## src/rtl/mpu_chk_pkg.sv

```systemverilog
package mpu_chk_pkg;

   localparam int CFG_AW    = 5;
   localparam int CFG_DW    = 32;
   localparam int IDX_W     = 3;
   localparam int ATTR_W    = 13;

   localparam logic [CFG_AW-1:0] CTRL_ADDR  = 5'h10;
   localparam logic [CFG_AW-1:0] CLEAR_ADDR = 5'h11;

   localparam logic [1:0] MT_STRONG = 2'd0;
   localparam logic [1:0] MT_DEVICE = 2'd1;
   localparam logic [1:0] MT_NORMAL = 2'd2;

   // attribute word: bit 0 is enable, bit 12 is shareable
   typedef struct packed {
      logic       shareable;
      logic [1:0] mtype;
      logic       xn;
      logic [2:0] perm;
      logic [4:0] size;
      logic       en;
   } win_attr_t;

   // default map type from the top three address bits
   function automatic logic [1:0] fallback_type(input logic [2:0] top);
      case (top)
         3'd7:                fallback_type = MT_STRONG;
         3'd2, 3'd5, 3'd6:    fallback_type = MT_DEVICE;
         default:             fallback_type = MT_NORMAL;
      endcase
   endfunction

   // returns {read_ok, write_ok}
   function automatic logic [1:0] perm_rights(input logic [2:0] code,
                                              input logic       priv);
      case (code)
         3'd1:       perm_rights = priv ? 2'b11 : 2'b00;
         3'd2:       perm_rights = priv ? 2'b11 : 2'b10;
         3'd3:       perm_rights = 2'b11;
         3'd5:       perm_rights = priv ? 2'b10 : 2'b00;
         3'd6, 3'd7: perm_rights = 2'b10;
         default:    perm_rights = 2'b00;
      endcase
   endfunction

endpackage

```

## src/rtl/mpu_cfg_regs.sv

```systemverilog
module mpu_cfg_regs
   import mpu_chk_pkg::*;
#(
   parameter int NUM_REGIONS = 8,
   parameter int ADDR_W      = 32
) (
   input  logic                                    clk,
   input  logic                                    rst_n,
   input  logic                                    cfg_we,
   input  logic [CFG_AW-1:0]                       cfg_addr,
   input  logic [CFG_DW-1:0]                       cfg_wdata,
   output logic [NUM_REGIONS-1:0][ADDR_W-1:0]      base_o,
   output win_attr_t [NUM_REGIONS-1:0]             attr_o,
   output logic                                    glb_en_o,
   output logic                                    bg_en_o,
   output logic                                    clr_o
);

   logic                  win_space;
   logic [IDX_W-1:0]      win_sel;
   logic                  word_attr;
   logic [CFG_DW-1:0]     unused_hi;

   assign win_space = cfg_we && !cfg_addr[4];
   assign win_sel   = cfg_addr[3:1];
   assign word_attr = cfg_addr[0];
   assign unused_hi = cfg_wdata;

   genvar g;
   generate
      for (g = 0; g < NUM_REGIONS; g++) begin : g_win
         always_ff @(posedge clk or negedge rst_n) begin
            if (!rst_n) begin
               base_o[g] <= '0;
               attr_o[g] <= '0;
            end else if (win_space && (win_sel == IDX_W'(g))) begin
               if (word_attr) attr_o[g] <= win_attr_t'(cfg_wdata[ATTR_W-1:0]);
               else           base_o[g] <= cfg_wdata[ADDR_W-1:0];
            end
         end
      end
   endgenerate

   always_ff @(posedge clk or negedge rst_n) begin
      if (!rst_n) begin
         glb_en_o <= 1'b0;
         bg_en_o  <= 1'b0;
      end else if (cfg_we && cfg_addr == CTRL_ADDR) begin
         glb_en_o <= cfg_wdata[0];
         bg_en_o  <= cfg_wdata[1];
      end
   end

   assign clr_o = cfg_we && (cfg_addr == CLEAR_ADDR) && cfg_wdata[0];

endmodule

```

## config.mk

```make
export PLATFORM = sky130hd
export DESIGN_NAME = mpu_cfg_regs
export DESIGN_NICKNAME = d
export VERILOG_FILES = /design/src/rtl/mpu_chk_pkg.sv /design/src/rtl/mpu_cfg_regs.sv
export SDC_FILE = /design/constraint.sdc
export NUM_CORES = 1
export LEC_CHECK = 0
export ABC_CLOCK_PERIOD_IN_PS = 1000
export BUFFER_PORTS_ARGS = -buffer_cell sky130_fd_sc_hd__clkbuf_2
export CAP_MARGIN = 20
export CORE_UTILIZATION = 52
export DETAILED_ROUTE_END_ITERATION = 8
export PLACE_DENSITY = 0.8
export SYNTH_ARGS = -nofsm -noshare
export SYNTH_HDL_FRONTEND = slang
export SYNTH_SLANG_ARGS = --single-unit
```

## constraint.sdc

```tcl
create_clock -name clk -period 1 [get_ports clk]
set_clock_uncertainty 0.2 [all_clocks]
set_input_delay 0.05 -clock clk [delete_from_list [all_inputs] [get_ports clk]]
set_output_delay 0.05 -clock clk [all_outputs]
set_load 0.02 [all_outputs]
```

**Word-level counts from Yosys, hierarchy flattened**

Cells that the tools add are included.

- Shift operators: 0
- Multiplexer cells: 0
- Multiply operators: 0
- Divide/modulo/power cells: 0
- Bitwise gates (word level): 1
- Equality and inequality tests: 9
- Magnitude comparators: 0
- Reductions and logical operators: 30
- Add/sub/neg operators: 0

Operator list:

| operator | count |
|---|---|
| AND reduction 2 bit | 16 |
| equality test 3 bit (second input constant) | 4 |
| logical AND 1 bit | 12 |
| equality test 5 bit (second input constant) | 2 |
| equality test 3 x 2 -> 1 bit (second input constant) | 2 |
| equality test 3 x 1 -> 1 bit (second input constant) | 1 |
| zero test 3 bit | 1 |
| zero test 1 bit | 1 |
| NOT 1 bit | 1 |

- Output and inout port bits: 363
- Bits in registers: 362
- Memory bits (read-only): 0
- Memories kept: 0
- Bits in latches: 0
- Word-level logic and storage cells: 98
- Bits of input ports: 40
- RAM bits: 0

**Depth between registers and ports, before layout**

- Word-level depth: 4
- Gate-level depth with buffers: 5
- Depth with buffers taken out: 3

**Worst setup path before layout**

Ideal clock, no wire load.

- Kind: input to register
- From: input cfg_addr[4]
- To: register attr_o[14] in the netlist's numbering
- Setup slack: -0.585 ns
- Arrival: 1.260 ns
- Stages: 5
- Path through: nor4b_2 and3_1 clkbuf_1 buf_4 mux2_2

- Longest elaborated chain between the ends: 4

RTL lines:

| what | line | text |
|---|---|---|
| start: declaration | mpu_cfg_regs.sv:10 | `input logic [CFG_AW-1:0] cfg_addr,` |
| zero test 1 bit | mpu_cfg_regs.sv:24 | `assign win_space = cfg_we && !cfg_addr[4];` |
| logical AND 1 bit | mpu_cfg_regs.sv:24 |  |
| logical AND 1 bit | mpu_cfg_regs.sv:36 | `end else if (win_space && (win_sel == IDX_W'(g))) begin` |
| AND reduction 2 bit (no line) | -- |  |
| end signal: indexed assignment | mpu_cfg_regs.sv:37 | `if (word_attr) attr_o[g] <= win_attr_t'(cfg_wdata[ATTR_W-1:0]);` |
| end: declaration | mpu_cfg_regs.sv:13 | `output win_attr_t [NUM_REGIONS-1:0] attr_o,` |

Every way passes these cells.
A chain may end at the register's enable or synchronous reset.

**Final worst setup path**

- From: register base_o[203] in the netlist's numbering
- To: output base_o[203] in the netlist's numbering

RTL lines:

| what | line | text |
|---|---|---|
| start: declaration | mpu_cfg_regs.sv:12 | `output logic [NUM_REGIONS-1:0][ADDR_W-1:0] base_o,` |
| start signal: indexed assignment | mpu_cfg_regs.sv:38 | `else base_o[g] <= cfg_wdata[ADDR_W-1:0];` |

No word-level cell between the ends.

==> results.toml <==
[clock_tree]
cts_tree = "built"
cts-hold-fix-buffers = 29
root_buffer = "clkbuf_16"
h-tree-depth = 2
cts_sinks = 362
cts_max_path_buffers = 3
clk_latency_ns = 0.51
cts_buffers = 36
clk_pin_slew_worst_paths_ns = 0.07

[worst_setup_path]
crit_arrival_ns = 1.21
r2r_setup_slack_ns = -0.35
criticalPathCategory = "register to output pin"
cp-end-kind = "output pin"
crit_path_max_fanout = 2
worstPathRequired_ns = 0.75
r2r_cells = 3
r2r_start = "base_o[107]$_DFFE_PN0P_"
r2r_end = "base_o[107]$_DFFE_PN0P_"
start_kind = "register"

[sta]
hold_viol = 79
slew_headroom_pct = 70.2
setup_violations = 725
slew_violations = 0
layout_setup_ws_ns = -0.456
tightest_slew_ns = 0.447
layout_min_cycle_time_ns = 1.46
whs_ns = -0.175
rsz0062_at_grt = "true"
fmax_mhz = 687
min_period_over_period_pct = 146
tns_ns = -217.69

[routing]
wl_mm = 60.1
drc_errors = 0
vias = 10959
wl_per_cell_um = 32.7
drt.antenna.violating_nets = 0
dr.pass1.iters = 5
routed_via_density = 5.97
detail_route.iter0.violations = 823

[cells_and_area]
finalNonFillerCells = 1836
n_fill_cell = 734
syn_to_final_growth_pct = 70.7
drive_above_1_share_pct = 73.6
fin_area_mm2 = 0.0233
finalCoreUtilization_pct = 91.6
fin_nets = 1523
diodes = 0

[synthesis]
synth_area_leader_cell = "dfrtp_1"
synth_top_area_share_pct = 66.3
synth-seq-area-share_pct = 66.3
yosysUniqueCellTypes = 17
yosys_warnings = 0
synthCells = 799
synth_seq_cells = 362
syn-cell-area_mm2 = 0.0137
syn_nets = 839
syn-mean-instance-area_um2 = 17.1
yosys-top-cells-area = "dfrtp_1 (66%), mux2_2 (27%), mux2_4 (3.3%)"

[floorplanning]
core.rowCount = 58
initial_utilization_pct = 53.7
core_mm2 = 0.0255
die_w_um = 164
pin_count = 403
dieArea_mm2 = 0.0269
die_h_um = 164

[power_and_ir_drop]
power_mw = 52.6
ir_drop_uv = 1840
cellPowerDensity_mw_per_mm2 = 2260
p_leak_nw = 11.7

[global_routing]
grtUsageTotal_pct = 33.5
grt_pass1_vias = 10677
antenna_found_initial = 0
grt_first_pass_wirelength_mm = 65.9
overflow = 0
grt_max_degree = 41

[worst_hold_path]
holdPathStages = 3
hold_end = "attr_o[65]$_DFFE_PN0P_"
hold_path.class = "input pin to register"
min-delay-start = "cfg_wdata[0]"

[placed_design]
gp_congestion = 0.811
place_hpwl_mm = 25.1
place_ws_ns = -0.777
io_buffers = 402
dpl.cell_count = 1556
dpl-instance-area_mm2 = 0.0171

[run_status]
violations = "negative hold slack, negative setup slack"
status = "complete, but fails checks"

[job]
maxCapViolCount = 0
## state kept, by name, indices dropped and copies added (netlist names)
| name | flops |
|---|---|
| attr_o | 104 |
| bg_en_o | 1 |
| glb_en_o | 1 |
| base_o | 256 |
## cell families after synthesis
family                 after synthesis  synth area share, %
muxes                              362                 30.6
and+or+nand+nor                     28                 1.35
DFF                                362                 66.3
buffers and inverters               47                 1.75
## worst max-delay path, cell delays in order (launching register included)
cell,delay [ns]
dfrtp_1,0.43
buf_6,0.14
buf_8,0.12
## layout make-up
class	instances	area [um^2]	area share [%]
flip-flops and latches	362	9060	38.8
repair buffers	692	7950	34.1
multi-input cells	391	4790	20.5
clock buffers	49	1020	4.38
well taps	330	413	1.77
clock inverters	12	100	0.429
## power breakdown
part | leakage [nW] | switching [mW] | internal [mW]
Clock | 0.547 | 6.22 | 7.45
Combinational | 6.53 | 8.36 | 10.2
Sequential | 4.63 | 2.87 | 17.5
Total | 11.7 | 17.5 | 35.2
## placed cells by master, fill, tap and decap left out, types with 9 or more instances in the layout
| master | Yosys | final |
|---|---|---|
| buf_6 | 3 | 260 |
| dfrtp_1 | 362 | 360 |
| dlygate4sd3_1 | 0 | 29 |
| clkbuf_2 | 0 | 33 |
| clkbuf_16 | 0 | 44 |
| clkbuf_8 | 0 | 88 |
| mux2_2 | 332 | 283 |
| buf_4 | 1 | 171 |
| buf_8 | 0 | 55 |
| buf_16 | 0 | 9 |
| buf_12 | 0 | 44 |
| mux2_4 | 30 | 79 |
## cell usage after synthesis
| library cell | number |
|---|---|
| nand4b_2 | 1 |
| mux2_4 | 30 |
| clkbuf_1 | 14 |
| mux2_2 | 332 |
| nor3b_2 | 2 |
| buf_6 | 3 |
| nor4b_2 | 1 |
| nor2b_1 | 4 |
| and3_1 | 3 |
| nand2_1 | 10 |
| nor2_1 | 3 |
| nand4_1 | 1 |
| or3_1 | 1 |
| and4bb_2 | 2 |
| dfrtp_1 | 362 |
| buf_2 | 29 |
| buf_4 | 1 |
## worst max-delay path by stage
stage                            start                       to  slack (ns)  depth (start not counted)
2_1_floorplan              cfg_addr[4]   attr_o[14]$_DFFE_PN0P_       -0.45                          5
3_3_place_gp               cfg_addr[4]  base_o[199]$_DFFE_PN0P_       -0.74                          5
3_5_place_dp               cfg_addr[4]  base_o[199]$_DFFE_PN0P_       -0.78                          5
4_1_cts          base_o[1]$_DFFE_PN0P_                base_o[1]       -0.47                          2
5_1_grt        base_o[203]$_DFFE_PN0P_              base_o[203]       -0.46                          2
6_report       base_o[203]$_DFFE_PN0P_              base_o[203]       -0.46                          2
## per-layer routing
layer	up-vias	global-route usage [%]	routed length (um)
li1	4179	-	-
met1	5686	39.2	20900
met2	837	58.4	29600
met3	257	9.37	5840
met4	0	12.5	3790
met5	-	0	0
## repair_timing
action,CTS,global route
endpoints found under the hold margin,724,83
cloned,10,8
pin swaps,4,8
endpoints found under the setup margin,705,725
resized for setup,339,785
buffers inserted,76,101
No activity file was read; power rests on OpenSTA's default activity.
